--- src/rtl/dual_uart_lb.sv ---
module dual_uart_lb #(
  parameter int TX_DELAY   = 16,
  parameter int FIFO_DEPTH = 3
) (
  input  logic       clk,
  input  logic       rst_n,
  input  logic       we,
  input  logic       re,
  input  logic [3:0] addr,
  input  logic [7:0] wdata,
  input  logic       carrier,
  output logic [7:0] rdata,
  output logic       irq,
  output logic [1:0] drq
);
  localparam int PW = (FIFO_DEPTH > 1) ? $clog2(FIFO_DEPTH) : 1;
  localparam int CW = $clog2(TX_DELAY + 1);

  logic [7:0]    ctrl [2];
  logic [7:0]    fifo [2][FIFO_DEPTH];
  logic [PW-1:0] rp [2];
  logic [PW-1:0] wp [2];
  logic [CW-1:0] cnt [2];
  logic [PW-1:0] rp_nx [2];
  logic [PW-1:0] wp_nx [2];
  logic [1:0] txen, txrdy, txemp, rxrdy, full, isr_tx, isr_rx;
  logic [7:0] mask;
  logic [1:0] wr_ctl, wr_cmd, wr_dat, rd_dat, loop, acc, pop, last, done, dis, en;
  logic [1:0] tx_irq, lb_irq;
  logic       irq_set, irq_clr;
  logic [7:0] isr_val;

  assign isr_val = {2'b00, isr_rx[1], isr_tx[1], 2'b00, isr_rx[0], isr_tx[0]};

  always_comb begin
    for (int p = 0; p < 2; p++) begin
      wr_ctl[p] = we && !addr[3] && addr[2] == 1'(p) && addr[1:0] == 2'd0;
      wr_cmd[p] = we && !addr[3] && addr[2] == 1'(p) && addr[1:0] == 2'd1;
      wr_dat[p] = we && !addr[3] && addr[2] == 1'(p) && addr[1:0] == 2'd2;
      rd_dat[p] = re && !addr[3] && addr[2] == 1'(p) && addr[1:0] == 2'd2;
      dis[p]    = wr_cmd[p] && wdata[3];
      en[p]     = wr_cmd[p] && wdata[2] && !wdata[3];
      loop[p]   = ctrl[p][7:6] == 2'b10;
      acc[p]    = wr_dat[p] && txen[p];
      pop[p]    = rd_dat[p] && rxrdy[p];
      rp_nx[p]  = (rp[p] == PW'(FIFO_DEPTH - 1)) ? '0 : rp[p] + 1'b1;
      wp_nx[p]  = (wp[p] == PW'(FIFO_DEPTH - 1)) ? '0 : wp[p] + 1'b1;
      last[p]   = pop[p] && rp_nx[p] == wp[p];
      done[p]   = cnt[p] == CW'(1) && !(acc[p] && !loop[p]);
      tx_irq[p] = done[p] && !dis[p] && mask[p*4];
      lb_irq[p] = acc[p] && loop[p] && mask[p*4+1];
    end
    irq_set = |tx_irq || |lb_irq || |(pop & ~last);
    irq_clr = |acc || |last;
  end

  always_ff @(posedge clk) begin
    if (!rst_n) begin
      for (int p = 0; p < 2; p++) begin
        ctrl[p] <= '0;
        rp[p]   <= '0;
        wp[p]   <= '0;
        cnt[p]  <= '0;
        for (int i = 0; i < FIFO_DEPTH; i++) fifo[p][i] <= '0;
      end
      {txen, txrdy, txemp, rxrdy, full, isr_tx, isr_rx, drq} <= '0;
      mask  <= '0;
      irq   <= 1'b0;
      rdata <= '0;
    end else begin
      for (int p = 0; p < 2; p++) begin
        if (wr_ctl[p]) ctrl[p] <= wdata;
        if (acc[p] && !loop[p]) begin
          txrdy[p]  <= 1'b0;
          txemp[p]  <= 1'b0;
          isr_tx[p] <= 1'b0;
          cnt[p]    <= CW'(TX_DELAY);
        end else if (cnt[p] != '0) begin
          cnt[p] <= cnt[p] - 1'b1;
          if (done[p]) begin
            txrdy[p]  <= 1'b1;
            isr_tx[p] <= 1'b1;
          end
        end
        if (acc[p] && loop[p]) begin
          if (!full[p]) begin
            fifo[p][wp[p]] <= wdata;
            wp[p] <= wp_nx[p];
            if (wp_nx[p] == rp[p]) full[p] <= 1'b1;
          end
          rxrdy[p]  <= 1'b1;
          isr_rx[p] <= 1'b1;
        end
        if (pop[p]) begin
          rp[p] <= rp_nx[p];
          if (last[p]) begin
            rxrdy[p]  <= 1'b0;
            full[p]   <= 1'b0;
            isr_rx[p] <= 1'b0;
          end
        end
        if (wr_cmd[p] && wdata[4]) drq[p] <= 1'b1;
        if (en[p]) begin
          txen[p]  <= 1'b1;
          txrdy[p] <= 1'b1;
          txemp[p] <= 1'b1;
        end
        if (dis[p]) begin
          txen[p]  <= 1'b0;
          txrdy[p] <= 1'b0;
          txemp[p] <= 1'b0;
          drq[p]   <= 1'b0;
          cnt[p]   <= '0;
        end
      end
      if (we && addr == 4'd8) mask <= wdata;
      if (irq_set)      irq <= 1'b1;
      else if (irq_clr) irq <= 1'b0;
      if (re) begin
        case (addr)
          4'd0, 4'd4: rdata <= ctrl[addr[2]];
          4'd1, 4'd5: rdata <= {4'b0, txemp[addr[2]], txrdy[addr[2]], full[addr[2]], rxrdy[addr[2]]};
          4'd2, 4'd6: rdata <= fifo[addr[2]][rp[addr[2]]];
          4'd8:       rdata <= isr_val;
          4'd9:       rdata <= {7'h7f, ~carrier};
          4'd10:      rdata <= mask;
          default:    rdata <= '0;
        endcase
      end
    end
  end

  for (genvar g = 0; g < 2; g++) begin : g_chk
    a_r7_full_on_wrap: assert property (@(posedge clk) disable iff (!rst_n)
      $rose(full[g]) |-> wp[g] == rp[g]);
    a_r4_tx_busy: assert property (@(posedge clk) disable iff (!rst_n)
      acc[g] && !loop[g] && !dis[g] |=> !txrdy[g] && !txemp[g]);
    a_r3_disable: assert property (@(posedge clk) disable iff (!rst_n)
      wr_cmd[g] && wdata[3] |=> !txrdy[g] && !txemp[g] && !drq[g] && !txen[g]);
    a_r10_ignored: assert property (@(posedge clk) disable iff (!rst_n)
      wr_dat[g] && !txen[g] |=> $stable(wp[g]) && $stable(rxrdy[g]) && $stable(txrdy[g]));
    a_r9_empty_clears: assert property (@(posedge clk) disable iff (!rst_n)
      pop[g] && last[g] && !(acc[g] && loop[g]) |=> !rxrdy[g] && !isr_rx[g] && !full[g]);
  end
endmodule

--- config.mk ---
export PLATFORM = sky130hd
export DESIGN_NAME = dual_uart_lb
export DESIGN_NICKNAME = d
export VERILOG_FILES = /design/src/rtl/dual_uart_lb.sv
export SDC_FILE = /design/constraint.sdc
export NUM_CORES = 1
export LEC_CHECK = 0
export BUFFER_PORTS_ARGS = -buffer_cell sky130_fd_sc_hd__buf_2
export CORE_ASPECT_RATIO = 1.5
export CORE_MARGIN = 10
export CORE_UTILIZATION = 45
export CTS_CLUSTER_SIZE = 14
export DETAILED_ROUTE_END_ITERATION = 10
export SLEW_MARGIN = 20
export SYNTH_ARGS = -nofsm -noshare
export SYNTH_HDL_FRONTEND = slang
export SYNTH_SLANG_ARGS = --single-unit
--- constraint.sdc ---
create_clock -name clk -period 4 [get_ports clk]
set_clock_uncertainty 0.05 [all_clocks]
set_input_delay 1.2 -clock clk [delete_from_list [all_inputs] [get_ports clk]]
set_output_delay 1.2 -clock clk [all_outputs]
set_load 0.02 [all_outputs]
-- Word level (Yosys, flattened, before mapping)
Memories as Yosys holds them, arrays and structs flattened.
Index checks and enable logic that the tools add are counted.
- flip-flop bits (word level): 33
- RAM bits: 82
- memories: 5
- memory list (name ; words ; width ; rd ports ; clocked after Yosys merged registers in ; wr ports ; line ; text):
    fifo ; 2 ; 24 ; 1 ; 0 ; 2 ; 20 ; logic [7:0] fifo [2][FIFO_DEPTH];
    ctrl ; 2 ; 8 ; 3 ; 0 ; 2 ; 19 ; logic [7:0] ctrl [2];
    cnt ; 2 ; 5 ; 2 ; 0 ; 2 ; 23 ; logic [CW-1:0] cnt [2];
    rp ; 2 ; 2 ; 3 ; 0 ; 2 ; 21 ; logic [PW-1:0] rp [2];
    wp ; 2 ; 2 ; 2 ; 0 ; 2 ; 22 ; logic [PW-1:0] wp [2];
- add/sub/neg operators: 6
- order comparisons: 6
- equal/unequal tests: 22
- mux-type cells: 159
- bitwise logic cells: 68
- reductions and logical operators: 81
- operators with widths (cell ; number):
    $mux 1 ; 133
    $or 1x1->1 ; 60
    $mux 24 ; 2
    $mux 8 ; 6
    $pmux 8 s6 ; 1
    $logic_and 1x1->1 ; 43
    $demux 8 s2 ; 2
    $mux 5 ; 6
    $reduce_or 2->1 ; 12
    $bmux 8 s2 ; 1
    $mux 2 ; 8
    $eq 2x2->1 const B ; 7
    $eq 4x3->1 const B ; 3
    $eq 4x4->1 const B ; 3
    $reduce_bool 3->1 ; 4
    $eq 5x1->1 const B ; 2
    $reduce_bool 5->1 ; 2
    $sub 5x1->5 const B ; 2
    $ge 3x3->1 const B ; 3
    $not 2->3 ; 3
    $add 2x1->2 const B ; 4
    $eq 2x2->1 ; 4
    $logic_not 1->1 ; 8
    $reduce_and 2->1 ; 4
    12 further kinds ; 19

-- Longest topological paths before layout
Gate-level depths: netlist of run 1.
- word-level depth: 14
- depth in mapped cells: 7
- depth with buffers taken out: 7

-- Least setup slack after synthesis of run 1
Ideal clock, no wire load.
- path type: input port to flip-flop
- start point: input port addr[0]
- end point: memory fifo[0][10] in the netlist's numbering, enable pin
- setup time: 0.384 ns
- arrival: 2.757 ns
- data required time: 3.566 ns
- path slack: 0.809 ns
- stages on the path: 6
- path buffers: 2
- cells stage by stage: buf_6 nand4bb_1 buf_6 nor3_4 nand3b_4 o21ai_0
- RTL lines (element ; line ; text):
    start, declared ; 9 ; input logic [3:0] addr,
    end, declared ; 20 ;

==> reports/summary.log, run 1 <==
[outcome] result of the run completed
[clock_tree] hold buffers post-CTS 0
[sta] Tightest Pin Transition 708 ps
[drt] routed length per instance 20.5 µm
[die] number of cell rows 50
[clock_tree] Clock Tree Root sky130_fd_sc_hd__clkbuf_16
[clock_tree] H-tree lvl count 4
[finish] Total Nets Final 573
[placement] count of buffers inserted at the top-level ports 27
[worst_setup_path] Critical Path Slowest Stage Cell sky130_fd_sc_hd__nand4bb_1
[logic_synthesis] cell area after synthesis 0.00570 mm²
[sta] final period demand of the worst path 3140 ps
[drt] # DRC 0
[worst_setup_path] CP max FO 17
[clock_tree] Clk Latency, worst-skew pair 410 ps
[logic_synthesis] area share of the largest cell type after synthesis 0.432
[clock_tree] CTS clk-pin slew, worst paths 50 ps
[hold_path] classification of the worst-slack hold path flop to flop
[finish] area added between synthesis and finish 15.3%
[worst_setup_path] list of cells traversed by the critical path buf_2 -> nand4bb_1 -> nor3_4 -> nand3b_4 -> nor3_4 -> nand2b_1
[sta] worst slew margin relative to its limit 0.528
[drt] average vias per placed instance 5.49
[worst_setup_path] CP max stage delay 470 ps
[grt] pin count of the biggest net entering global routing 26
[die] Initial Util 0.458
[logic_synthesis] mux cell area share after synthesis 0.0714
[power_and_ir_drop] worst vdd rail ir drop 0.376 mV
[sta] hold violation count in the final report 0
[grt] initial antenna violation count 0
[placement] setup slack at placement 420 ps
[logic_synthesis] largest family of logic cells by synthesized area simple AND/OR/NAND/NOR gates
[clock_tree] TritonCTS clock tree yes
[sta] setup repair after global routing missed its margin false
[die] core footprint 0.0124 mm²
[logic_synthesis] Simple-Gate Fraction of Synth Area 0.232
[logic_synthesis] post-synthesis adder-cell area fraction 0.0132
[finish] diode insertion count for antenna repair 0
[finish] Post-Layout Cell Count 719
[grt] global-route wire length before repair 23000 µm
[logic_synthesis] Seq/Total Area, Yosys 0.548
[logic_synthesis] flip-flop and latch count after synthesis 115
[clock_tree] Num CTS Buffers 17
[sta] sum of negative setup slack 0 ps
[logic_synthesis] number of synthesized flops with an enable pin 82
[die] number of top-level pins 28
[drt] 1st-iter DRT viols 213
[clock_tree] number of resized instances in the post-cts repair step 0
[power_and_ir_drop] Power Density 512 mW/mm²
[placement] placer congestion estimate 0.871
[power_and_ir_drop] leakage dissipation 2.52 nW
[clock_tree] post-CTS setup buffers 0
[logic_synthesis] dominant cells by area after synthesis sky130_fd_sc_hd__edfxtp_1 43%, sky130_fd_sc_hd__dfxtp_1 12%, sky130_fd_sc_hd__and2_1 6.3%, sky130_fd_sc_hd__mux2i_1 6.1%, sky130_fd_sc_hd__nor2_1 3.3%
[drt] antenna-violating nets left 0
[sta] worst hold slack after final layout 425 ps
[logic_synthesis] library cells used by synthesis 51
[finish] number of inserted filler cells in the final layout 1111
[grt] Total GRT Usage 0.172
[die] width of the die 112 µm
[worst_setup_path] kind of launch point of the worst setup path primary input
[worst_setup_path] reg-to-reg critical path startpoint ctrl[0][6]$_DFFE_PP_
[sta] final slew viol count 0
[grt] vias in the first global route 4136
[hold_path] Worst Hold Launch txen[0]$_SDFFE_PP0P_
[logic_synthesis] post-synthesis net count 541
[worst_setup_path] launch point of the critical path addr[3]
[logic_synthesis] Synth area leader sky130_fd_sc_hd__edfxtp_1
[finish] share of the core filled with cells in the final layout 0.528
[worst_setup_path] WP data arrival 3170 ps
[finish] share of layout cells above drive strength 1 0.142
[worst_setup_path] CP dominant cell by count sky130_fd_sc_hd__nor3_4
[logic_synthesis] share of flip-flops with an asynchronous set or reset after synthesis 0
[sta] achievable frequency 318 MHz
[logic_synthesis] Post-Syn Instances 518
[logic_synthesis] leading register cell type out of synthesis sky130_fd_sc_hd__edfxtp_1
[grt] overall overflow remaining after global route 0
[drt] DR pass1 iterations 5
[placement] total placed cells including tap cells 687
[worst_setup_path] kind of end point of the critical path flop
[finish] final instance area 0.00657 mm²
[worst_setup_path] type of the worst setup path primary input to flop
[logic_synthesis] xor/xnor cell area share of the yosys netlist 0.00922
[logic_synthesis] synthesized area per cell 11.0 µm²
[worst_setup_path] data required time at the worst endpoint 4020 ps
[drt] final wirelength 14700 µm
[placement] post-placement cell area 0.00598 mm²
[job] Maximum Capacitance Violations 0
[sta] final worst-path setup slack 856 ps
[die] height of the chip 158 µm
[placement] DP HPWL 10900 µm
[power_and_ir_drop] overall power of the completed layout 3.36 mW
[drt] via count 3950
[die] Die ar. 0.0177 mm²
[sta] endpoints failing setup 0
[logic_synthesis] yosys warns 0
[clock_tree] clk sink count 115
[clock_tree] maximum clock insertion buffer count 2
[logic_synthesis] complex-gate fraction of the synthesized area 0.102
[sta] final period utilization 0.786
-- routing by layer --
| metal | track usage | wire, µm | up-vias |
|---|---|---|---|
| met4 | 0.0737 | 419 | 0 |
| met3 | 0.0364 | 323 | 24 |
| met1 | 0.180 | 5720 | 1914 |
| met2 | 0.322 | 8240 | 73 |
| li1 | - | - | 1939 |
| met5 | 0 | 0 | - |
-- registers in the layout, indices dropped and copies added, names as in the netlist, 4 cells and up --
name,count
cnt,10
ctrl,16
fifo,48
mask,8
rdata,8
rp,4
wp,4
-- cells by family after synthesis --
| group | count (synthesis) |
|---|---|
| AND/OR/NAND/NOR | 229 |
| flip-flops | 115 |
| AO/OA/AOI/OAI | 93 |
| multiplexers | 40 |
| buffers and inverters | 29 |
| XOR/XNOR | 6 |
| adder cells (fa/ha/maj) | 6 |
-- placed cells by master (no fill, tap or decap), types with 3 or more instances in the layout --
| cell | n |
|---|---|
| sky130_fd_sc_hd__a211oi_1 | 14 |
| sky130_fd_sc_hd__inv_1 | 7 |
| sky130_fd_sc_hd__nand4_1 | 3 |
| sky130_fd_sc_hd__mux2_2 | 4 |
| sky130_fd_sc_hd__nand3b_1 | 4 |
| sky130_fd_sc_hd__o21ai_0 | 28 |
| sky130_fd_sc_hd__edfxtp_1 | 82 |
| sky130_fd_sc_hd__clkinvlp_4 | 4 |
| sky130_fd_sc_hd__nand2b_1 | 16 |
| sky130_fd_sc_hd__ha_1 | 6 |
| sky130_fd_sc_hd__a31oi_1 | 5 |
| sky130_fd_sc_hd__clkinv_1 | 3 |
| sky130_fd_sc_hd__nor2b_1 | 27 |
| sky130_fd_sc_hd__nand2_1 | 31 |
| sky130_fd_sc_hd__buf_4 | 8 |
| sky130_fd_sc_hd__nor4b_1 | 3 |
| sky130_fd_sc_hd__xnor2_1 | 6 |
| sky130_fd_sc_hd__o32ai_1 | 5 |
| sky130_fd_sc_hd__dfxtp_1 | 33 |
| sky130_fd_sc_hd__bufinv_16 | 3 |
| sky130_fd_sc_hd__or3_1 | 3 |
| sky130_fd_sc_hd__nor3_4 | 5 |
| sky130_fd_sc_hd__and2_1 | 57 |
| sky130_fd_sc_hd__clkinv_2 | 3 |
| sky130_fd_sc_hd__buf_2 | 27 |
| sky130_fd_sc_hd__a2111oi_0 | 5 |
| sky130_fd_sc_hd__nor3_1 | 12 |
| sky130_fd_sc_hd__nor2_1 | 50 |
| sky130_fd_sc_hd__a21oi_1 | 22 |
| sky130_fd_sc_hd__clkbuf_16 | 17 |
| sky130_fd_sc_hd__nand3_1 | 4 |
| sky130_fd_sc_hd__mux2i_1 | 35 |
-- cell usage after synthesis (4+ instances only) --
master                      count
sky130_fd_sc_hd__a2111oi_0      5
sky130_fd_sc_hd__a211oi_1      14
sky130_fd_sc_hd__a21oi_1       22
sky130_fd_sc_hd__a31oi_1        5
sky130_fd_sc_hd__and2_1        57
sky130_fd_sc_hd__buf_2          8
sky130_fd_sc_hd__clkbuf_1      12
sky130_fd_sc_hd__dfxtp_1       33
sky130_fd_sc_hd__edfxtp_1      82
sky130_fd_sc_hd__ha_1           6
sky130_fd_sc_hd__inv_1          7
sky130_fd_sc_hd__mux2_2         4
sky130_fd_sc_hd__mux2i_1       35
sky130_fd_sc_hd__nand2_1       31
sky130_fd_sc_hd__nand2b_1      16
sky130_fd_sc_hd__nand3_1        4
sky130_fd_sc_hd__nand3b_1       4
sky130_fd_sc_hd__nor2_1        50
sky130_fd_sc_hd__nor2b_1       27
sky130_fd_sc_hd__nor3_1        12
sky130_fd_sc_hd__nor3_4         5
sky130_fd_sc_hd__o21ai_0       28
sky130_fd_sc_hd__o32ai_1        5
sky130_fd_sc_hd__xnor2_1        6
-- final cells by class --
type | instances | area, µm² | share of cell area
clock buffer | 17 | 425 | 0.0648
clock inverter | 15 | 164 | 0.0250
inverter | 7 | 26.3 | 0.00400
multi-input combinational | 374 | 2440 | 0.371
sequential | 115 | 3120 | 0.475
tap | 156 | 195 | 0.0297
timing repair buffer | 35 | 195 | 0.0297
-- power by group --
part / internal [mW] / switching, mW / total, mW / leakage, nW
registers: 1.38 / 0.0665 / 1.45 / 1.11
clock network: 0.970 / 0.531 / 1.50 / 0.278
logic: 0.167 / 0.243 / 0.410 / 1.13
total: 2.52 / 0.841 / 3.36 / 2.52
-- worst paths after layout --
kind	end	slack (ps)	cells after the start
setup / recovery	fifo[0][2]$_SDFFCE_PN0P_	860	6
hold / removal	txen[0]$_SDFFE_PP0P_	430	2
setup reg to reg	fifo[0][2]$_SDFFCE_PN0P_	1760	5
hold reg to reg	txen[0]$_SDFFE_PP0P_	430	2
-- critical path: cells and delay by family --
kind          cells  cell delay [ps]
simple gates      5             1750
buf+inv           1              200
Note: power is estimated with default switching activity, not from simulation.
==> inputs of run 2 (changes only) <==
- clock period: 4 -> 2.9 ns (I/O delays scaled with it)
==> reports/summary.log, run 2 (synthesis results as in run 1) <==
[hold_path] classification of the worst-slack hold path flop to flop
[clock_tree] H-tree lvl count 4
[finish] share of layout cells above drive strength 1 0.160
[sta] Tightest Pin Transition 694 ps
[die] number of cell rows 50
[sta] final slew viol count 0
[grt] pin count of the biggest net entering global routing 25
[power_and_ir_drop] internal cell power 3.44 mW
[grt] initial antenna violation count 0
[clock_tree] CTS clk-pin slew, worst paths 50 ps
[power_and_ir_drop] leakage dissipation 2.58 nW
[power_and_ir_drop] Power Density 687 mW/mm²
[sta] achievable frequency 421 MHz
[finish] most common library cell in the layout ignoring fill and taps sky130_fd_sc_hd__edfxtp_1
[drt] # DRC 0
[worst_setup_path] number of cells on the worst reg-to-reg path 5
[die] core footprint 0.0124 mm²
[finish] area added between synthesis and finish 16.8%
[finish] share of the core filled with cells in the final layout 0.534
[sta] final period demand of the worst path 2380 ps
[worst_setup_path] list of cells traversed by the critical path buf_2 -> nand4bb_1 -> nor3_2 -> nand3b_2 -> nor3_4 -> nand2b_1
[power_and_ir_drop] NetSw 1.13 mW
[finish] number of inserted filler cells in the final layout 1091
[sta] final period utilization 0.820
[clock_tree] TritonCTS clock tree yes
[die] Die ar. 0.0177 mm²
[worst_setup_path] kind of launch point of the worst setup path primary input
[drt] final wirelength 14100 µm
[worst_setup_path] number of logic stages on the critical path including buffering 6
[die] Initial Util 0.458
[power_and_ir_drop] switching share of power 0.247
[clock_tree] clk sink count 115
[placement] count of buffers inserted at the top-level ports 27
[worst_setup_path] WP data arrival 2390 ps
[die] number of top-level pins 28
[outcome] result of the run completed
[grt] overall overflow remaining after global route 0
[sta] sum of negative setup slack 0 ps
[worst_setup_path] CP max FO 8
[sta] final worst-path setup slack 523 ps
[hold_path] number of cells on the worst hold path 2
[finish] Total Nets Final 586
[worst_setup_path] kind of end point of the critical path flop
[placement] placer congestion estimate 0.889
[finish] highest-count cells in the layout ignoring fill and taps 82 x sky130_fd_sc_hd__edfxtp_1, 57 x sky130_fd_sc_hd__and2_1, 50 x sky130_fd_sc_hd__nor2_1, 35 x sky130_fd_sc_hd__mux2i_1, 33 x sky130_fd_sc_hd__dfxtp_1
[sta] endpoints failing setup 0
[drt] DR pass1 iterations 7
[clock_tree] Clk Latency, worst-skew pair 410 ps
[worst_setup_path] CP max stage delay 370 ps
[finish] Largest register FFs 48
[drt] 1st-iter DRT viols 250
[job] Maximum Capacitance Violations 0
[worst_setup_path] Buf/Inv on CP 1
[worst_setup_path] kind of cell with the highest combined delay on the critical path simple AND/OR/NAND/NOR gates
[worst_setup_path] type of the worst setup path primary input to flop
[die] width of the die 112 µm
[power_and_ir_drop] sequential cell fraction of total power 0.435
[grt] Total GRT Usage 0.164
[drt] average vias per placed instance 5.45
[clock_tree] Num CTS Buffers 17
[power_and_ir_drop] worst vdd rail ir drop 0.416 mV
[clock_tree] maximum clock insertion buffer count 2
[power_and_ir_drop] Clk network pwr share 0.440
[finish] largest registers fifo x48, ctrl x16, cnt x10
[clock_tree] post-CTS setup buffers 0
[grt] vias in the first global route 4150
[sta] hold violation count in the final report 0
[finish] top register by number of flip-flops fifo
[drt] antenna-violating nets left 0
[drt] via count 3988
[placement] DP HPWL 10400 µm
[power_and_ir_drop] combinational cell fraction of total power 0.125
[grt] global-route wire length before repair 22200 µm
[sta] worst slew margin relative to its limit 0.537
[placement] setup slack at placement 70.0 ps
[clock_tree] number of resized instances in the post-cts repair step 0
[worst_setup_path] Critical Path Slowest Stage Cell sky130_fd_sc_hd__nand2b_1
[clock_tree] Clock Tree Root sky130_fd_sc_hd__clkbuf_16
[finish] diode insertion count for antenna repair 0
[die] height of the chip 158 µm
[drt] routed length per instance 19.3 µm
[sta] setup repair after global routing missed its margin false
[worst_setup_path] data required time at the worst endpoint 2920 ps
[clock_tree] hold buffers post-CTS 0
[run 2: cell types whose count changed in the layout (fill, tap and decap cells not counted)]
cell	delta
sky130_fd_sc_hd__clkbuf_1	+3
sky130_fd_sc_hd__clkinv_1	-2
sky130_fd_sc_hd__clkbuf_8	+2
sky130_fd_sc_hd__buf_4	+13
sky130_fd_sc_hd__inv_6	-2
sky130_fd_sc_hd__clkinvlp_4	-1
sky130_fd_sc_hd__bufinv_16	-1
sky130_fd_sc_hd__clkinv_4	+1
[run 2: cell type report]
class / count / area [µm²] / share of cell area
Tap cell: 156 / 195 / 0.0293
Multi-Input combinational cell: 374 / 2440 / 0.367
Clock inverter: 10 / 110 / 0.0166
Inverter: 7 / 26.3 / 0.00395
Sequential cell: 115 / 3120 / 0.470
Timing Repair Buffer: 48 / 293 / 0.0440
Clock buffer: 22 / 464 / 0.0698
[run 2: final timing paths]
path                             start                       end  slack, ps
setup / recovery               addr[0]  fifo[1][0]$_SDFFCE_PN0P_        520
setup reg to reg  ctrl[0][6]$_DFFE_PP_  fifo[0][2]$_SDFFCE_PN0P_        820
hold / removal    txen[0]$_SDFFE_PP0P_      txen[0]$_SDFFE_PP0P_        420
hold reg to reg   txen[0]$_SDFFE_PP0P_      txen[0]$_SDFFE_PP0P_        420
[run 2: power by group through the flow]
stage                     clock, mW  sequential [mW]  combinational, mW
final                          2.01             1.99              0.571
after detailed placement          0             2.02              0.576
after global placement            0             2.02              0.567
after global routing           2.13             2.01              0.649
after floorplan                   0             2.00              0.430
after CTS                      2.04             1.99              0.580
[run 2: layer usage]
metal | routed length (µm) | vias up | track usage
met2 | 7830 | 76 | 0.307
met4 | 165 | 0 | 0.0651
li1 | - | 1968 | -
met1 | 5600 | 1932 | 0.173
met5 | 0 | - | 0
met3 | 506 | 12 | 0.0352
[run 2: per-stage QoR]
step,std cells,hold WS (ps),area (µm²),total power [mW]
floorplan,518,386,5700,2.43
global placement,700,404,6080,2.59
detailed placement,700,408,6080,2.60
CTS,732,424,6650,4.61
global route,732,454,6650,4.78
finish,732,425,6650,4.57
[run 2: tightest hold or removal path, delay by kind of cell, from the launching register on]
family / cells / cell delay (ps)
AO/OA/AOI/OAI: 1 / 40
flip-flops: 1 / 330
AND/OR/NAND/NOR: 1 / 70
